===== src/rtl/pm_pkg.sv =====
package pm_pkg;
  localparam int CNT_NUM = 4;
  localparam int CODE_W  = 8;
  localparam int IDX_W   = $clog2(CNT_NUM);
  localparam logic [CODE_W-1:0] CODE_OFF = '1;

  typedef struct packed {
    logic [CNT_NUM-1:0] selWr;
    logic [CNT_NUM-1:0] cntClr;
    logic               rdReq;
    logic               rdCnt;
    logic [IDX_W-1:0]   rdIdx;
    logic [CODE_W-1:0]  code;
  } pm_strobe_t;
endpackage


===== src/rtl/pm_ctrl.sv =====
module pm_ctrl
  import pm_pkg::*;
#(
  parameter int CNT_W = 64
) (
  input  logic             regValid,
  input  logic             regWrite,
  input  logic [2:0]       regAddr,
  input  logic [CNT_W-1:0] regWdata,
  output pm_strobe_t       strb
);
  logic             isCntSpace;
  logic [IDX_W-1:0] idx;
  logic             wrZero;

  assign isCntSpace = regAddr[2];
  assign idx        = regAddr[IDX_W-1:0];
  assign wrZero     = (regWdata == '0);

  always_comb begin
    strb        = '0;
    strb.code   = regWdata[CODE_W-1:0];
    strb.rdCnt  = isCntSpace;
    strb.rdIdx  = idx;
    strb.rdReq  = regValid && !regWrite;
    for (int i = 0; i < CNT_NUM; i++) begin
      if (regValid && regWrite && (idx == IDX_W'(i))) begin
        strb.selWr[i]  = !isCntSpace;
        strb.cntClr[i] = isCntSpace && wrZero;
      end
    end
  end
endmodule


===== src/rtl/pm_datapath.sv =====
module pm_datapath
  import pm_pkg::*;
#(
  parameter int NUM_EVT = 32,
  parameter int CNT_W   = 64
) (
  input  logic               clk,
  input  logic               rst,
  input  logic [NUM_EVT-1:0] events,
  input  pm_strobe_t         strb,
  output logic               rdValid,
  output logic [CNT_W-1:0]   rdData
);
  localparam int EIDX_W = (NUM_EVT > 1) ? $clog2(NUM_EVT) : 1;

  logic [CODE_W-1:0] codeQ [CNT_NUM];
  logic [CNT_W-1:0]  cntQ  [CNT_NUM];
  logic [CNT_NUM-1:0] armed;
  logic [CNT_NUM-1:0] hit;

  always_comb begin
    for (int i = 0; i < CNT_NUM; i++) begin
      armed[i] = (int'(codeQ[i]) < NUM_EVT);
      hit[i]   = armed[i] && events[codeQ[i][EIDX_W-1:0]];
    end
  end

  always_ff @(posedge clk) begin
    if (rst) begin
      for (int i = 0; i < CNT_NUM; i++) begin
        codeQ[i] <= CODE_OFF;
        cntQ[i]  <= '0;
      end
    end else begin
      for (int i = 0; i < CNT_NUM; i++) begin
        if (strb.selWr[i]) begin
          codeQ[i] <= strb.code;
          cntQ[i]  <= '0;
        end else if (strb.cntClr[i]) begin
          cntQ[i]  <= '0;
        end else if (hit[i]) begin
          cntQ[i]  <= cntQ[i] + CNT_W'(1);
        end
      end
    end
  end

  always_ff @(posedge clk) begin
    if (rst) begin
      rdValid <= 1'b0;
      rdData  <= '0;
    end else begin
      rdValid <= strb.rdReq;
      if (strb.rdReq) begin
        rdData <= strb.rdCnt ? cntQ[strb.rdIdx] : CNT_W'(codeQ[strb.rdIdx]);
      end
    end
  end

  // a read request is answered in the next cycle
  a_r10_read_answer: assert property (@(posedge clk) disable iff (rst)
    strb.rdReq |=> rdValid);
  a_r10_no_spurious: assert property (@(posedge clk) disable iff (rst)
    !strb.rdReq |=> !rdValid);

  for (genvar g = 0; g < CNT_NUM; g++) begin : g_chk
    // arming restarts from zero
    a_r2_arm_zero: assert property (@(posedge clk) disable iff (rst)
      strb.selWr[g] |=> (cntQ[g] == '0));
    // clear beats a coincident pulse
    a_r8_clear_wins: assert property (@(posedge clk) disable iff (rst)
      strb.cntClr[g] |=> (cntQ[g] == '0));
    // a stopped counter holds
    a_r4_stopped_hold: assert property (@(posedge clk) disable iff (rst)
      (!armed[g] && !strb.selWr[g] && !strb.cntClr[g]) |=> $stable(cntQ[g]));
    // at most one step per cycle
    a_r3_single_step: assert property (@(posedge clk) disable iff (rst)
      (!strb.selWr[g] && !strb.cntClr[g]) |=>
        (cntQ[g] == $past(cntQ[g]) || cntQ[g] == $past(cntQ[g]) + CNT_W'(1)));
  end
endmodule


===== src/rtl/perf_mon_bank.sv =====
module perf_mon_bank
  import pm_pkg::*;
#(
  parameter int NUM_EVT = 32,
  parameter int CNT_W   = 64
) (
  input  logic               clk,
  input  logic               rst,
  input  logic [NUM_EVT-1:0] events,
  input  logic               regValid,
  input  logic               regWrite,
  input  logic [2:0]         regAddr,
  input  logic [CNT_W-1:0]   regWdata,
  output logic               rdValid,
  output logic [CNT_W-1:0]   rdData
);
  pm_strobe_t strb;

  pm_ctrl #(.CNT_W(CNT_W)) u_ctrl (
    .regValid (regValid),
    .regWrite (regWrite),
    .regAddr  (regAddr),
    .regWdata (regWdata),
    .strb     (strb)
  );

  pm_datapath #(.NUM_EVT(NUM_EVT), .CNT_W(CNT_W)) u_dp (
    .clk     (clk),
    .rst     (rst),
    .events  (events),
    .strb    (strb),
    .rdValid (rdValid),
    .rdData  (rdData)
  );
endmodule


===== config.mk =====
export PLATFORM = sky130hd
export DESIGN_NAME = perf_mon_bank
export DESIGN_NICKNAME = d
export VERILOG_FILES = /design/src/rtl/pm_pkg.sv /design/src/rtl/pm_ctrl.sv /design/src/rtl/pm_datapath.sv /design/src/rtl/perf_mon_bank.sv
export SDC_FILE = /design/constraint.sdc
export NUM_CORES = 1
export LEC_CHECK = 0
export BUFFER_PORTS_ARGS = -buffer_cell sky130_fd_sc_hd__buf_4
export CORE_MARGIN = 1
export CORE_UTILIZATION = 30
export DETAILED_ROUTE_END_ITERATION = 6
export RECOVER_POWER = 50
export SETUP_SLACK_MARGIN = 0.02
export SLEW_MARGIN = 20
export SYNTH_ARGS = -nofsm -noshare
export SYNTH_HDL_FRONTEND = slang
export SYNTH_SLANG_ARGS = --single-unit

===== constraint.sdc =====
create_clock -name clk -period 7.66 [get_ports clk]
set_input_delay 1.532 -clock clk [delete_from_list [all_inputs] [get_ports clk]]
set_output_delay 1.532 -clock clk [all_outputs]
set_load 0.02 [all_outputs]

==> flow_summary.yaml, run 1 <==
run_status:
  status: "finished with violations"
  violations: "max-capacitance violations, max-slew violations"
logic_synthesis:
  yosysUniqueCellTypes: 53
  synth_top_cell_area_share: 0.424
  synthFlopType: "edfxtp_1"
  synth_top_cells_by_area: "edfxtp_1, mux4_2, nor2_1, dfxtp_1, xnor2_1"
  synth-seq-cells: 353
  avgSynthCellArea_sq_um: 10.8
  ys_async_sr_fraction: 0
  ys_seq_area_frac: 0.488
  syn_nets: 1991
  synth_area_sq_um: 20400
  synth_edf_count: 288
  yosys.area.top_type: "edfxtp_1"
  synth_warnings: 0
  postSynthCellCount: 1884
pwr:
  ir_worst_vdd_mv: 0.140
  combPwrFrac: 0.093
  p_clk_frac: 0.410
  p_leak_nw: 7.39
  intPower_mw: 3.52
  seq_power_share: 0.497
  p_sw_frac: 0.252
  switchingPower_mw: 1.19
  power.density_nw_per_um2: 200
detailed_routing:
  dr.pass1.iters: 7
  dr.first_iter.drc_count: 1596
  vias_per_cell: 5.29
  routed-via-count: 15500
  wl_per_cell_um: 19.8
  route.antenna.remaining_nets: 0
  detail_route.wirelength_um: 57800
  drc: 0
grt:
  grt_pass1_vias: 15500
  grt_start_max_net_pins: 71
  grt_first_pass_wirelength_um: 91600
  track_usage: 0.167
  grt_remaining_overflow: 0
  antenna_found_initial: 0
worst_setup_path:
  crit_type: "in -> reg"
  critical-path-max-stage-delay_ns: 2.37
  cp_data_arrival_time_ns: 5.80
  crit_path_end_kind: "flip-flop"
  cp_slowest_cell: "clkbuf_1"
  worstSetupStartpoint: "rst"
  r2r_start: "u_dp.codeQ[0][0]"
  crit_chain: "clkbuf_1 > a31o_2 > a31oi_1 > nand2_2 > buf_4"
  critPathRequiredTime_ns: 7.86
  critPathLaunchType: "input port"
  path_max_fanout: 70
final_layout:
  mostFrequentLayoutCells: "nor2_1, edfxtp_1, xnor2_1"
  nNetsFinal: 2128
  final_area_sq_um: 23500
  final_core_util: 0.349
  final_common_cell: "nor2_1"
  drive_above_1_share: 0.160
  area_delta_synth_final_pct: 15.2
  diodes: 0
placed_design:
  numPortBuffers: 167
  dpl-instance-area_sq_um: 22400
  dpl.hpwl_um: 40900
  gp_congestion: 0.871
clock_network:
  numCtsBuffers: 41
  path_clk_slew_ns: 0.06
  root_buffer: "clkbuf_16"
  htreeDepth: 2
  clock_sinks: 353
  ctsHoldBuffers: 0
  cts-resized-gates: 0
  cts_setup_buffers: 0
  cts.path.max_buffers: 3
  cts_tree: "built"
  clock_latency_ns: 0.57
timing:
  fin_skew_ns: 0.0228
  drv_slew: 129
  fin_crit_ns: 5.60
  setup_viol: 0
  worstMarginPinSlew_ns: 3.46
  rsz0062_at_grt: "no"
  tns_ns: 0
  finalHoldViolations: 0
  slew_headroom: -1.31
  period_share: 0.731
  max_freq_mhz: 179
floorplan:
  die-height_um: 263
  initial_utilization: 0.303
  die_x_um: 263
  rows: 95
  die_area_sq_um: 69100
  core_area_sq_um: 67300
  ios: 168
worst_hold_path:
  hold_start: "u_dp.rdData[40]"
  hold_class: "reg -> reg"
job:
  drv_cap: 2
[state kept, by name (all words and copies together), names as in the netlist]
signal / cells
u_dp.rdData: 64
u_dp.codeQ: 32
u_dp.rdValid: 1
u_dp.cntQ: 256
[final cells by class]
| cell class | count | area (sq um) |
|---|---|---|
| multi-input cells | 1401 | 9870 |
| clock buffers | 59 | 1190 |
| well taps | 873 | 1090 |
| flip-flops and latches | 353 | 9950 |
| clock inverters | 17 | 120 |
| fillers | 6697 | 43800 |
| repair buffers | 187 | 1150 |
| inverters | 37 | 139 |
[synth_stat cells, drive strengths merged, types with 29 or more instances]
cell type / number
clkbuf: 48
xnor2: 146
nand4: 76
a22oi: 60
xor2: 98
buf: 45
nand2: 112
mux4: 97
inv: 37
nor2: 399
edfxtp: 288
nor3: 69
nor4: 44
dfxtp: 65
nand3: 100
mux2i: 29
[per-stage QoR]
step                      instances  total power [mW]  setup slack [ns]  hold slack, ns
final                          2927              4.70              2.06           0.503
after floorplan                1884              2.63              2.65           0.571
after CTS                      2927              4.76              3.43           0.515
after global placement         2851              2.81              2.85           0.494
after detailed placement       2851              2.82              2.82           0.502
after global routing           2927              4.86              1.63           0.535
[critical path, delay by kind of cell]
family / cells / cell delay [ns]
AO/OA/AOI/OAI: 2 / 0.65
AND/OR/NAND/NOR: 1 / 0.64
buffers and inverters: 2 / 2.89
[power groups by stage]
stage               clock network (mW)  registers, mW  logic [mW]
CTS                               1.97           2.34       0.450
floorplan                            0           2.33       0.303
global route                      2.03           2.35       0.477
global placement                     0           2.37       0.438
detailed placement                   0           2.37       0.447
finish                            1.93           2.34       0.437
[worst paths after layout]
kind / end / slack, ns / cells past startpoint
worst max register to register: u_dp.cntQ[0][53] / 3.96 / 7
worst min-delay path: u_dp.rdData[40] / 0.50 / 2
worst min register to register: u_dp.rdData[40] / 0.50 / 2
worst max-delay path: u_dp.cntQ[3][16] / 2.06 / 5
[cell families after synthesis]
group | Yosys count | share of synthesized area
AND/OR/NAND/NOR | 929 | 0.217
AO/OA/AOI/OAI | 95 | 0.0345
XOR/XNOR | 244 | 0.105
multiplexers | 129 | 0.123
flip-flops | 353 | 0.488
buffers and inverters | 130 | 0.0304
adder cells (fa/ha/maj) | 4 | 0.00245
[per-layer routing]
| layer | wire, um | track usage |
|---|---|---|
| met1 | 24800 | 0.222 |
| met2 | 28200 | 0.278 |
| met5 | 0 | 0 |
| met3 | 3380 | 0.0227 |
| met4 | 1440 | 0.0552 |
(Power assumes the default switching activity.)
==> inputs of run 2 (changes only) <==
- ABC_AREA: default -> 1
- clock period: 7.66 -> 4.54 ns (I/O delays scaled with it)
==> run 2 against run 1 <==
  * The flow still finishes with violations (max-capacitance violations, max-slew violations)
  * Synthesized area grew 25%
  * Setup slack lost 1.2 ns
  * Wire length grew 71%
  * Clock skew grew 0.011 ns
  * Largest power group unchanged
  * Highest routed layer is now met5
==> flow_summary.yaml, run 2 <==
timing:
  worst_slack_ns: 0.827
  fin_skew_ns: 0.0341
  finalHoldViolations: 0
  slew_headroom: -0.503
  worstMarginPinSlew_ns: 2.25
  drv_slew: 158
  tns_ns: 0
  period_share: 0.818
  setup_viol: 0
  max_freq_mhz: 269
  fin_crit_ns: 3.71
  rsz0062_at_grt: "no"
clock_network:
  path_clk_slew_ns: 0.06
  root_buffer: "clkbuf_16"
  clock_sinks: 353
  htreeDepth: 2
  cts_setup_buffers: 0
  clock_latency_ns: 0.60
  numCtsBuffers: 44
  cts-resized-gates: 0
  cts.path.max_buffers: 3
  ctsHoldBuffers: 0
  cts_tree: "built"
final_layout:
  fillers: 9071
  regMostFlops: "u_dp.cntQ"
  multi_input_area_sq_um: 13400
  nNetsFinal: 3713
  top_regs: "u_dp.cntQ x256, u_dp.rdData x64, u_dp.codeQ x32"
  fin_cells: 4776
  final_common_cell: "nand2_1"
  final_core_util: 0.342
  largest_reg_flops: 256
  seqCellArea_sq_um: 9950
  area_delta_synth_final_pct: 12.3
  drive_above_1_share: 0.107
  mostFrequentLayoutCells: "nand2_1, nor2_1, inv_1"
run_status:
  violations: "max-capacitance violations, max-slew violations"
  status: "finished with violations"
logic_synthesis:
  ys_async_sr_fraction: 0
  synth_warnings: 0
  ys_seq_area_frac: 0.389
  synthMostInstantiatedCell: "nand2_1"
  synth-seq-cells: 353
  yosysUniqueCellTypes: 39
  synth_top_cell_area_share: 0.338
  synthFlopType: "edfxtp_1"
  synth_area_sq_um: 25600
  postSynthCellCount: 3497
  syn_nets: 3604
  netlist_top_cells_count: "nand2_1, nor2_1, inv_1"
  avgSynthCellArea_sq_um: 7.32
  synth_top_cells_by_area: "edfxtp_1, nand2_1, nor2_1, nor3_2, dfxtp_1"
  synth_edf_count: 288
  yosys.area.top_type: "edfxtp_1"
job:
  drv_cap: 3
worst_hold_path:
  min_to: "u_dp.rdData[44]"
  hold_class: "reg -> reg"
  hold_start: "u_dp.rdData[44]"
  min_path_cells: 2
placed_design:
  placed_cells: 4694
  numPortBuffers: 167
  dpl_worst_slack_ns: 0.958
  dpl.hpwl_um: 77100
  gp_congestion: 1.01
grt:
  grt_start_max_net_pins: 67
  grt_first_pass_wirelength_um: 148000
  grt_remaining_overflow: 0
  track_usage: 0.227
  antenna_found_initial: 2
  grt_pass1_vias: 23500
worst_setup_path:
  r2r_start: "u_dp.codeQ[0][0]"
  crit_path_end_kind: "flip-flop"
  path_max_fanout: 64
  r2r_slack_ns: 0.83
  rr_worst_depth: 9
  r2r_end: "u_dp.cntQ[0][49]"
  crit_type: "reg -> reg"
  critPathLaunchType: "flip-flop"
  cp_data_arrival_time_ns: 3.88
  critPathRequiredTime_ns: 4.71
floorplan:
  rows: 106
  core_area_sq_um: 84100
  die_area_sq_um: 86500
  initial_utilization: 0.305
  ios: 168
  die-height_um: 294
  die_x_um: 294
detailed_routing:
  drc: 0
  dr.pass1.iters: 6
  routed-via-count: 24900
  route.antenna.remaining_nets: 0
  vias_per_cell: 5.21
  detail_route.wirelength_um: 98800
  wl_per_cell_um: 20.7
  dr.first_iter.drc_count: 2721
pwr:
  ir_worst_vdd_mv: 0.263
  p_leak_nw: 9.58
  power.density_nw_per_um2: 301
-- run 2: how the worst max path moves through the flow --
| stage | startpoint | end | slack (ns) | cells after the start |
|---|---|---|---|---|
| after floorplan | regAddr[0] | u_dp.cntQ[2][0] | 0.42 | 10 |
| after global placement | regAddr[0] | u_dp.cntQ[2][57] | 1.01 | 10 |
| after detailed placement | regAddr[0] | u_dp.cntQ[2][55] | 0.96 | 10 |
| after CTS | u_dp.codeQ[3][0] | u_dp.cntQ[3][52] | 1.44 | 9 |
| after global routing | u_dp.codeQ[0][0] | u_dp.cntQ[0][63] | 0.63 | 9 |
| final | u_dp.codeQ[0][0] | u_dp.cntQ[0][49] | 0.83 | 9 |
-- run 2: cells by family (layout without fill, tap and decap cells) --
group / Yosys count / in the layout / synth area share
AO/OA/AOI/OAI: 222 / 222 / 0.0602
XOR/XNOR: 146 / 146 / 0.0499
adder cells (fa/ha/maj): 4 / 4 / 0.00195
buffers and inverters: 458 / 602 / 0.0818
flip-flops: 353 / 353 / 0.389
other: 0 / 1 / 0
AND/OR/NAND/NOR: 2314 / 2314 / 0.417
-- run 2: cell type report --
class | instances | area share
sequential | 353 | 0.346
multi-input combinational | 2686 | 0.464
clock inverter | 15 | 0.00379
antenna | 1 | 0.0000870
inverter | 332 | 0.0434
timing repair buffer | 189 | 0.0442
tap | 1134 | 0.0493
clock buffer | 66 | 0.0488
-- run 2: metal layers --
metal,global-route usage,routed length [um],up-vias,share of wire
li1,-,-,11800,-
met1,0.320,43200,11700,0.44
met2,0.346,42700,1125,0.43
met3,0.0316,8910,210,0.090
met4,0.0911,4080,2,0.041
met5,0,8,-,0.000081
-- run 2: worst max-delay path, stage by stage, from the launching register on --
cell      delay [ns]
edfxtp_1        0.89
inv_2           0.19
nand2_1         0.11
nand3_1         0.07
nand3_1         0.10
nand3_1         0.09
nand3_1         0.18
nand3_2         0.13
o21bai_4        0.12
clkbuf_2        1.26
-- run 2: where the power goes --
group | switching [mW] | internal [mW] | total, mW | leakage, nW
combinational | 0.741 | 0.306 | 1.05 | 5.31
clock | 1.52 | 2.16 | 3.68 | 0.749
sequential | 0.272 | 3.67 | 3.94 | 3.51
total | 2.53 | 6.14 | 8.67 | 9.58
-- run 2: metrics by stage --
step	power [mW]	instance area (sq um)	hold slack, ns
detailed placement	5.06	27800	0.456
global placement	5.06	27800	0.454
global route	8.93	28800	0.480
CTS	8.73	29400	0.466
floorplan	4.60	25600	0.545
finish	8.67	28800	0.464
==> inputs of run 3 (changes only) <==
- clock period: 4.54 -> 3.63 ns (I/O delays scaled with it)
==> run 3 against run 2 <==
  * The flow still finishes with violations (max-capacitance violations, max-slew violations)
  * Flip-flop and latch count is the same
  * Register-to-register slack lost 0.12 ns
  * Cell count grew 0.29%
  * Core utilization grew 0.15 points
  * Largest power group unchanged
  * Critical path type unchanged
  * Power grew 25%
  * Highest routed layer is now met4
  * Wire length grew 1.5%
  * Clock skew grew 0.0039 ns
  * Die area is the same
  * Via count shrank 0.96%
  * Maximum frequency grew 27%
  * Critical endpoint is now u_dp.cntQ[2][63]
==> flow_summary.yaml, run 3 (synthesized netlist as in run 2, its figures left out) <==
run_status:
  status: "finished with violations"
  violations: "max-capacitance violations, max-slew violations"
detailed_routing:
  vias_per_cell: 5.14
  detail_route.wirelength_um: 100000
  drc: 0
  dr.first_iter.drc_count: 2516
  dr.pass1.iters: 6
  routed-via-count: 24600
  wl_per_cell_um: 20.9
  route.antenna.remaining_nets: 0
timing:
  drv_slew: 66
  worstMarginPinSlew_ns: 1.64
  slew_headroom: -0.0906
  finalHoldViolations: 0
  max_freq_mhz: 342
  period_share: 0.806
  fin_skew_ns: 0.0381
  rsz0062_at_grt: "no"
  hold_slack_ns: 0.452
  tns_ns: 0
  fin_crit_ns: 2.93
  setup_viol: 0
pwr:
  p_sw_frac: 0.293
  seq_power_share: 0.452
  ir_worst_vdd_mv: 0.333
  combPwrFrac: 0.122
  power.density_nw_per_um2: 376
  p_clk_frac: 0.425
  p_leak_nw: 9.65
  intPower_mw: 7.67
  switchingPower_mw: 3.18
final_layout:
  seqCellArea_sq_um: 9950
  final_area_sq_um: 28900
  drive_above_1_share: 0.108
  largest_reg_flops: 256
  fillers: 9251
  diodes: 0
  final_common_cell: "nand2_1"
  multi_input_area_sq_um: 13400
  mostFrequentLayoutCells: "nand2_1, nor2_1, inv_1"
  top_regs: "u_dp.cntQ x256, u_dp.rdData x64, u_dp.codeQ x32"
  area_delta_synth_final_pct: 12.8
  final_core_util: 0.343
  regMostFlops: "u_dp.cntQ"
  nNetsFinal: 3727
clock_network:
  cts-resized-gates: 0
  ctsHoldBuffers: 0
  htreeDepth: 2
  clock_sinks: 353
  cts.path.max_buffers: 3
  path_clk_slew_ns: 0.06
  root_buffer: "clkbuf_16"
  cts_tree: "built"
  numCtsBuffers: 45
  clock_latency_ns: 0.61
  cts_setup_buffers: 0
worst_setup_path:
  rr_worst_depth: 9
  critPathLaunchType: "flip-flop"
  crit_path_end_kind: "flip-flop"
  critPathRequiredTime_ns: 3.93
  path_max_fanout: 64
  r2r_end: "u_dp.cntQ[2][63]"
  crit_type: "reg -> reg"
  r2r_start: "u_dp.codeQ[2][0]"
  r2r_slack_ns: 0.70
  cp_data_arrival_time_ns: 3.23
floorplan:
  initial_utilization: 0.305
  die_x_um: 294
  die-height_um: 294
  ios: 168
  core_area_sq_um: 84100
  die_area_sq_um: 86500
  rows: 106
grt:
  grt_remaining_overflow: 0
  grt_pass1_vias: 23600
  grt_first_pass_wirelength_um: 150000
  track_usage: 0.230
  grt_start_max_net_pins: 66
  antenna_found_initial: 2
worst_hold_path:
  hold_start: "regWdata[1]"
  hold_class: "in -> reg"
  min_to: "u_dp.codeQ[2][1]"
  min_path_cells: 3
placed_design:
  dpl-instance-area_sq_um: 28000
  gp_congestion: 0.981
  dpl.hpwl_um: 78100
  numPortBuffers: 167
job:
  drv_cap: 1
-- run 3: power groups by stage --
stage	Sequential [mW]	Clock [mW]	Combinational [mW]
global route	4.92	4.83	1.45
global placement	4.98	0	1.37
floorplan	4.85	0	0.908
finish	4.91	4.62	1.33
detailed placement	4.98	0	1.37
CTS	4.89	4.69	1.38
-- run 3: stage by stage --
stage / worst slack [ns] / cells / power, mW
3_5_place_dp: 0.793 / 4707 / 6.35
2_1_floorplan: 0.0540 / 3497 / 5.76
6_report: 0.704 / 4790 / 10.9
5_1_grt: 0.488 / 4790 / 11.2
4_1_cts: 0.947 / 4790 / 11.0
3_3_place_gp: 0.815 / 4707 / 6.35
-- run 3: worst max-delay path by stage --
stage	slack [ns]	endpoint	from
final	0.70	u_dp.cntQ[2][63]	u_dp.codeQ[2][0]
after CTS	0.95	u_dp.cntQ[2][32]	u_dp.cntQ[2][0]
after global placement	0.81	u_dp.cntQ[3][50]	regWdata[8]
after detailed placement	0.79	u_dp.cntQ[1][28]	rst
after floorplan	0.05	u_dp.cntQ[3][0]	events[15]
after global routing	0.49	u_dp.rdData[15]	regAddr[0]
-- run 3: layer usage --
metal	track usage	wire length, um
met4	0.0883	3870
met1	0.316	44000
met5	0	0
met2	0.365	45100
met3	0.0306	7300
-- run 3: layout make-up --
cell class	instances	share of cell area
Clock buffer	65	0.0455
Tap cell	1134	0.0491
Sequential cell	353	0.345
Inverter	332	0.0432
Multi-Input combinational cell	2686	0.463
Timing Repair Buffer	202	0.0487
Clock inverter	18	0.00624
-- run 3: critical path: stages, from the launching register on --
cell and delay (ns):
edfxtp_1 0.66, buf_4 0.29, nand2_1 0.07, o211ai_1 0.08, nand3_1 0.11, nand3_1 0.09, nand2_1 0.10, nor2_4 0.16
clkbuf_4 0.86, nor3_1 0.15
